$ cat src/rtl/vsp_pkg.sv
package vsp_pkg;

    localparam int DATA_W = 16;
    localparam int ADDR_W = 17;

    localparam logic [1:0] TGT_PAL   = 2'd0;
    localparam logic [1:0] TGT_VS    = 2'd1;
    localparam logic [1:0] PART_FILL = 2'd2;

    localparam logic [DATA_W-1:0] PAL_MASK = 16'h0EEE;
    localparam logic [DATA_W-1:0] VS_MASK  = 16'h07FF;

    typedef struct packed {
        logic [DATA_W-1:0] value;
        logic [ADDR_W-1:0] addr;
        logic [1:0]        tgt;
        logic [1:0]        part;
    } vsp_entry_t;

    // three 3-bit channels held at value bits 11:9, 7:5, 3:1
    function automatic logic [8:0] pal_pack(input logic [DATA_W-1:0] v);
        return {v[11:9], v[7:5], v[3:1]};
    endfunction

    function automatic logic [DATA_W-1:0] pal_unpack(input logic [8:0] c);
        return {4'b0000, c[8:6], 1'b0, c[5:3], 1'b0, c[2:0], 1'b0};
    endfunction

endpackage

$ cat src/rtl/vsp_fifo.sv
module vsp_fifo
    import vsp_pkg::*;
#(
    parameter int DEPTH = 4
) (
    input  logic              clk,
    input  logic              rst_n,
    input  logic              push_valid,
    input  vsp_entry_t        push_entry,
    output logic              push_ready,
    input  logic              pop,
    output logic              head_valid,
    output vsp_entry_t        head_entry,
    output logic [DATA_W-1:0] wslot_value
);

    localparam int PW = $clog2(DEPTH);
    localparam logic [PW:0] FULL_CNT = (PW+1)'(DEPTH);

    typedef struct packed {
        vsp_entry_t [DEPTH-1:0] slot;
        logic [PW-1:0]          rd;
        logic [PW-1:0]          wr;
        logic [PW:0]            cnt;
    } fifo_st_t;

    fifo_st_t q, d;
    logic push_ok, pop_ok;

    always_comb begin
        d       = q;
        push_ok = push_valid && (q.cnt != FULL_CNT);
        pop_ok  = pop && (q.cnt != '0);
        if (push_ok) begin
            d.slot[q.wr] = push_entry;
            d.wr         = q.wr + 1'b1;
        end
        if (pop_ok) begin
            d.rd = q.rd + 1'b1;
        end
        d.cnt = q.cnt + (PW+1)'(push_ok) - (PW+1)'(pop_ok);
    end

    always_ff @(posedge clk or negedge rst_n) begin
        if (!rst_n) q <= '0;
        else        q <= d;
    end

    assign push_ready  = (q.cnt != FULL_CNT);
    assign head_valid  = (q.cnt != '0);
    assign head_entry  = q.slot[q.rd];
    assign wslot_value = q.slot[q.wr].value;

endmodule

$ cat src/rtl/vsp_ram.sv
module vsp_ram #(
    parameter int DEPTH = 64,
    parameter int WIDTH = 9,
    parameter int IW    = 6
) (
    input  logic             clk,
    input  logic             rst_n,
    input  logic             we,
    input  logic [IW-1:0]    waddr,
    input  logic [WIDTH-1:0] wdata,
    input  logic [IW-1:0]    a_idx,
    output logic [WIDTH-1:0] a_data,
    input  logic [IW-1:0]    b_idx,
    output logic [WIDTH-1:0] b_data
);

    typedef struct packed {
        logic [DEPTH-1:0][WIDTH-1:0] mem;
    } ram_st_t;

    ram_st_t q, d;

    always_comb begin
        d = q;
        if (we && (int'(waddr) < DEPTH)) begin
            d.mem[waddr] = wdata;
        end
    end

    always_ff @(posedge clk or negedge rst_n) begin
        if (!rst_n) q <= '0;
        else        q <= d;
    end

    assign a_data = (int'(a_idx) < DEPTH) ? q.mem[a_idx] : '0;
    assign b_data = (int'(b_idx) < DEPTH) ? q.mem[b_idx] : '0;

endmodule

$ cat src/rtl/vsp_port.sv
module vsp_port
    import vsp_pkg::*;
#(
    parameter int FIFO_DEPTH = 4,
    parameter int PAL_DEPTH  = 64,
    parameter int VS_DEPTH   = 40,
    parameter int INC_W      = 8
) (
    input  logic              clk,
    input  logic              rst_n,
    input  logic              push_valid,
    output logic              push_ready,
    input  logic [15:0]       push_value,
    input  logic [16:0]       push_addr,
    input  logic [1:0]        push_tgt,
    input  logic [1:0]        push_part,
    input  logic              drain_en,
    input  logic              addr_load,
    input  logic [16:0]       addr_in,
    input  logic [INC_W-1:0]  autoinc,
    input  logic              rd_req,
    input  logic              rd_tgt,
    output logic              rd_valid,
    output logic [15:0]       rd_data,
    input  logic [5:0]        ren_pal_idx,
    output logic [8:0]        ren_pal_data,
    input  logic [5:0]        ren_vs_idx,
    output logic [10:0]       ren_vs_data
);

    localparam int PAL_IW = $clog2(PAL_DEPTH);
    localparam int VS_IW  = 6;
    localparam int VS_W   = 11;

    typedef struct packed {
        logic [ADDR_W-1:0] addr;
        logic              rd_valid;
        logic [DATA_W-1:0] rd_data;
    } port_st_t;

    port_st_t q, d;

    vsp_entry_t        push_entry, head;
    logic              head_valid, pop;
    logic [DATA_W-1:0] wslot;
    logic [DATA_W-1:0] wr_val;

    logic              pal_we, vs_we;
    logic [PAL_IW-1:0] pal_widx, pal_ridx;
    logic [VS_IW-1:0]  vs_widx, vs_raw_ridx, vs_ridx;
    logic [8:0]        pal_rdata;
    logic [VS_W-1:0]   vs_rdata;
    logic [ADDR_W-1:0] acc_addr_q;

    assign push_entry = '{value: push_value, addr: push_addr, tgt: push_tgt, part: push_part};

    vsp_fifo #(.DEPTH(FIFO_DEPTH)) u_fifo (
        .clk        (clk),
        .rst_n      (rst_n),
        .push_valid (push_valid),
        .push_entry (push_entry),
        .push_ready (push_ready),
        .pop        (pop),
        .head_valid (head_valid),
        .head_entry (head),
        .wslot_value(wslot)
    );

    // write side: head of queue into the selected memory
    always_comb begin
        pop      = drain_en && head_valid;
        wr_val   = (head.part == PART_FILL) ? wslot : head.value;
        pal_widx = PAL_IW'(head.addr >> 1);
        vs_widx  = VS_IW'(head.addr >> 1);
        pal_we   = pop && (head.tgt == TGT_PAL);
        vs_we    = pop && (head.tgt == TGT_VS) && (int'(vs_widx) < VS_DEPTH);
    end

    // read side: index from the access address, out-of-range scroll wraps to 0
    always_comb begin
        pal_ridx    = PAL_IW'(q.addr >> 1);
        vs_raw_ridx = VS_IW'(q.addr >> 1);
        vs_ridx     = (int'(vs_raw_ridx) < VS_DEPTH) ? vs_raw_ridx : '0;
    end

    vsp_ram #(.DEPTH(PAL_DEPTH), .WIDTH(9), .IW(PAL_IW)) u_pal (
        .clk    (clk),
        .rst_n  (rst_n),
        .we     (pal_we),
        .waddr  (pal_widx),
        .wdata  (pal_pack(wr_val)),
        .a_idx  (pal_ridx),
        .a_data (pal_rdata),
        .b_idx  (PAL_IW'(ren_pal_idx)),
        .b_data (ren_pal_data)
    );

    vsp_ram #(.DEPTH(VS_DEPTH), .WIDTH(VS_W), .IW(VS_IW)) u_vs (
        .clk    (clk),
        .rst_n  (rst_n),
        .we     (vs_we),
        .waddr  (vs_widx),
        .wdata  (wr_val[VS_W-1:0]),
        .a_idx  (vs_ridx),
        .a_data (vs_rdata),
        .b_idx  (ren_vs_idx),
        .b_data (ren_vs_data)
    );

    always_comb begin
        d          = q;
        d.rd_valid = rd_req;
        if (rd_req) begin
            if (rd_tgt) d.rd_data = DATA_W'(vs_rdata) | (wslot & ~VS_MASK);
            else        d.rd_data = pal_unpack(pal_rdata) | (wslot & ~PAL_MASK);
            d.addr = q.addr + ADDR_W'(autoinc);
        end
        if (addr_load) begin
            d.addr = addr_in;
        end
    end

    always_ff @(posedge clk or negedge rst_n) begin
        if (!rst_n) q <= '0;
        else        q <= d;
    end

    assign rd_valid   = q.rd_valid;
    assign rd_data    = q.rd_data;
    assign acc_addr_q = q.addr;

endmodule

$ cat config.mk
export PLATFORM = sky130hd
export DESIGN_NAME = vsp_port
export DESIGN_NICKNAME = d
export VERILOG_FILES = /design/src/rtl/vsp_pkg.sv /design/src/rtl/vsp_fifo.sv /design/src/rtl/vsp_ram.sv /design/src/rtl/vsp_port.sv
export SDC_FILE = /design/constraint.sdc
export NUM_CORES = 2
export LEC_CHECK = 0
export BUFFER_PORTS_ARGS = -buffer_cell sky130_fd_sc_hd__buf_4
export CAP_MARGIN = 20
export CORE_MARGIN = 3
export CORE_UTILIZATION = 55
export CTS_CLUSTER_DIAMETER = 60
export DETAILED_ROUTE_END_ITERATION = 10
export GPL_TIMING_DRIVEN = 0
export PLACE_DENSITY = 0.68
export SYNTH_ARGS = -nofsm -noshare
export SYNTH_HDL_FRONTEND = slang
export SYNTH_SLANG_ARGS = --single-unit
$ cat constraint.sdc
create_clock -name clk -period 10.3 [get_ports clk]
set_input_delay 2.06 -clock clk [delete_from_list [all_inputs] [get_ports clk]]
set_output_delay 2.06 -clock clk [all_outputs]
set_load 0.01 [all_outputs]
==> results.md <==
- Detailed routing placed a total of 106,000 um of wire on met2.
- At the later pin of the worst-skew pair, clock insertion delay measures slightly below 0.8 ns.
- STA classifies the critical path endpoint as an output pin.
- The floorplan step set the die height to 334 um.
- Setup repair after global routing left no endpoint under its margin.
- For this run, asynchronously set or reset flops after synthesis account for 1.00.
- The post-placement cell area is 62,500 um2.
- Using the TritonRoute via totals, the vias-per-cell ratio works out to 7.33.
- At the pin with the least slew margin, the transition time is 1.40 ns.
- The share of the Yosys chip area taken by registers is 0.486.
- The number of gates resized after CTS was 0.
- In this run the number of H-tree levels came out at 4.
- The combinational share of power is 0.442.
- The finished cells cover 67,200 um2.
- The run finished with clean final reports.
- The leakage component of the power is 28.3 nW.
- Across the VDD grid, the largest voltage drop is 0.224 mV.
- The share of total power dissipated in sequential elements is 0.334.
- The total clock sinks is 1,151.
- The startpoint class of the critical path is an input port.
- STA puts the critical path data arrival time at 6.21 ns.
- The number of clock buffers added by TritonCTS is ~130.
- Total power for the finished layout comes to around 22 mW.
- The aggregate routed wire length is 269,000 um.
- By area the synthesized netlist is led by sky130_fd_sc_hd__dfrtp_1 (49%), sky130_fd_sc_hd__mux4_2 (20%), sky130_fd_sc_hd__o21ai_0 (7.8%).
- The cts-stage hold buffer count is 0.
- The worst min-delay path category is register to register.
- Sorting the synthesized cells by how often they occur yields sky130_fd_sc_hd__dfrtp_1 (1,151), sky130_fd_sc_hd__nand2_1 (1,066), sky130_fd_sc_hd__o21ai_0 (925).
- The net count after synthesis is 5,357.
- The count of nets after finishing is 5,637.
- The register clock-pin slew on the reported worst setup and hold paths is about 0.050 ns.
- The total count of max-transition violations in the final report came to 0.
- Relative to the synthesized area, the layout overhead comes to 13.3%.
- sky130_fd_sc_hd__dfrtp_1 takes more of the synthesized area than any other cell.
- The peak fanout along the critical path is 10.
- The met3 wire length is 47,600 um.
- The smallest clock period supported by the final layout is computed as 8.27 ns.
- The share of total power dissipated in the clock network is 0.224.
- The initial antenna violation count came to 23.
- The initial standard-cell utilization of the core is 0.558.
- In the synthesized netlist the dominant register cell turns out to be sky130_fd_sc_hd__dfrtp_1.
- Entering global routing, the biggest net connects between 150 and 200 pins.
- TritonCTS built the clock tree.
- The average instance in the mapped netlist occupies ~11 um2.
- Summed over all nets, the switching power comes to 10.2 mW.
- The post-synthesis cell area is 59,300 um2.
- Counting distinct cell types in the post-synthesis netlist gives 72.
- In this run, synthesis inferred 0 flip-flops with an integrated enable.
- The average wire per standard cell is roughly 38 um.
- Timing would allow up to 121 MHz.
- The overflow left after global routing is 0.
- The net switching fraction of the power is 0.463.
- The internal portion of total power is 11.9 mW.
- The via total after detailed routing is between 50,000 and 60,000.
- The share of synthesized area in the top cell type comes to 0.486.
- In the routed design, unresolved DRC markers number 0.
- The die covers 112,000 um2.
- The cell with the most instances after synthesis is sky130_fd_sc_hd__dfrtp_1.
- The hold violation total from the final report is 0.
- The count of antenna-violating nets left after detailed routing is 0.
- The count of pins on the block boundary is about 120.
- The worst clock skew is 0.0242 ns.
- Routability-driven placement finished with a final weighted congestion of 1.07.
- The count of standard-cell rows is roughly 120.
- The power per unit of standard cell area is 330 nW/um2.
- After synthesis the netlist holds a flip-flop and latch count of 1,151.
- The core region area is approximately 110,000 um2.
- The core occupancy in the finished layout is 0.633.
- Counting cells, the worst reg-to-reg path comes to 10.
- The max-cap violation count is 0.
- The share of final-layout standard cells stronger than drive strength 1 is 0.220.
- The total iterations of the first detailed-routing run is 9.
- Counting instances, the worst hold path has a depth of 2.
- The layout filler cell count is 8,580.
- For the worst setup path, the data required time is 8.24 ns.
- After legalization and detailed placement, the total HPWL measured 194,000 um.
- Of the available clock period, the critical path in the final layout requires 0.803.
- In the global route stage, overall resource usage came out at 0.482.
- The highest layer touched by signal routing is met5.
- The final count of negative-setup-slack endpoints is 0.
- The met1 routed wirelength after detailed routing is 95,700 um.
- The number of buffer cells added on primary ports is 86.
- The number of instances in the synthesized netlist is 5,262.
- The number of buffers on the longest clock path is 3.
- The number of global-route vias before repair came to 49,100.
- The cell at the root of the clock tree is sky130_fd_sc_hd__clkbuf_16.
- In this run the post-CTS setup repair buffer count came out at 0.
- Measured along the x axis, the die boundary spans approximately 330 um.
- In this run the tightest slew margin relative to its limit is 0.0652.
- The first routing iteration left between 8,000 and 9,000 violations.
- During synthesis, Yosys emitted a total of 0 warnings.
- The wire length of the first global-routing pass is roughly 370,000 um.
- The path type of the worst setup path is input port to output pin.
[critical path: stages]
cell	delay [ns]
sky130_fd_sc_hd__clkbuf_1	0.54
sky130_fd_sc_hd__clkbuf_1	0.82
sky130_fd_sc_hd__clkbuf_1	0.93
sky130_fd_sc_hd__mux4_2	0.53
sky130_fd_sc_hd__mux4_2	0.60
sky130_fd_sc_hd__mux4_2	0.54
sky130_fd_sc_hd__buf_4	0.17
[cell families (layout without fill, tap and decap cells)]
group,count (synthesis),in the layout,share of synthesized area
compound gates,1374,1374,0.128
xor+xnor,7,7,0.00103
fa+ha+maj,14,14,0.00321
buf+inv,521,899,0.0375
flops,1151,1151,0.486
mux,773,773,0.247
other cells,0,17,0
simple gates,1422,1422,0.0978
[power groups by stage]
stage | logic [mW] | registers [mW] | clock network (mW)
5_1_grt | 9.92 | 7.50 | 5.12
3_3_place_gp | 8.82 | 7.27 | 0
3_5_place_dp | 9.18 | 7.34 | 0
4_1_cts | 9.21 | 7.29 | 4.92
2_1_floorplan | 4.93 | 6.80 | 0
6_report | 9.79 | 7.40 | 4.95
[sequential cells by signal, indices dropped and copies added, names as in the netlist]
register,count
u_pal.q,576
u_fifo.q,111
rd_valid,1
rd_data,16
u_vs.q,440
acc_addr_q,7
[path summary, 6_finish.rpt]
path	start	to	slack [ns]
worst max-delay path	ren_pal_idx[1]	ren_pal_data[3]	2.03
max in group asynchronous	rst_n	u_vs.q[268]$_DFFE_PN0P_	6.04
worst min-delay path	u_pal.q[171]$_DFFE_PN0P_	u_pal.q[171]$_DFFE_PN0P_	0.50
worst min register to register	u_pal.q[171]$_DFFE_PN0P_	u_pal.q[171]$_DFFE_PN0P_	0.50
min in group asynchronous	rst_n	u_pal.q[575]$_DFFE_PN0P_	1.29
worst max register to register	acc_addr_q[4]$_DFFE_PN0P_	rd_data[6]$_DFFE_PN0P_	4.43
[cell type report]
| class | instances | area, um2 | share of cell area |
|---|---|---|---|
| Clock buffer | 190 | 3950 | 0.0588 |
| Multi-Input combinational cell | 3590 | 28300 | 0.421 |
| Sequential cell | 1151 | 28800 | 0.429 |
| Buffer | 493 | 2130 | 0.0318 |
| Antenna cell | 17 | 42.5 | 0.000633 |
| Tap cell | 1391 | 1740 | 0.0259 |
| Clock inverter | 44 | 543 | 0.00808 |
| Inverter | 28 | 105 | 0.00156 |
| Timing Repair Buffer | 144 | 1550 | 0.0231 |
[through the flow]
stage               std cells  hold WS, ns  setup slack, ns  TNS [ns]
floorplan                5262        0.458             3.99         0
global placement         6739        0.473            -6.88  -7608.67
detailed placement       6788        0.486             2.15         0
CTS                      7022        0.499             2.13         0
global route             7031        0.513             2.19         0
finish                   7048        0.498             2.03         0
[metal layers]
metal	vias to the layer above	track usage
met5	-	0
met4	16	0.271
met3	1081	0.266
met2	4632	0.633
met1	26100	0.629
li1	19800	-
[placed cells by master (no fill, tap or decap), drive strengths merged, types with 19 or more instances in the layout]
| master | instances |
|---|---|
| dfrtp | 1151 |
| nand2 | 1085 |
| o21ai | 948 |
| mux4 | 537 |
| clkbuf | 510 |
| buf | 317 |
| nor2 | 207 |
| a21oi | 205 |
| mux2 | 146 |
| mux2i | 90 |
| a221oi | 46 |
| nand3 | 39 |
| inv | 36 |
| a211oi | 28 |
| clkinv | 19 |
Note: power is estimated with default switching activity, not from simulation.
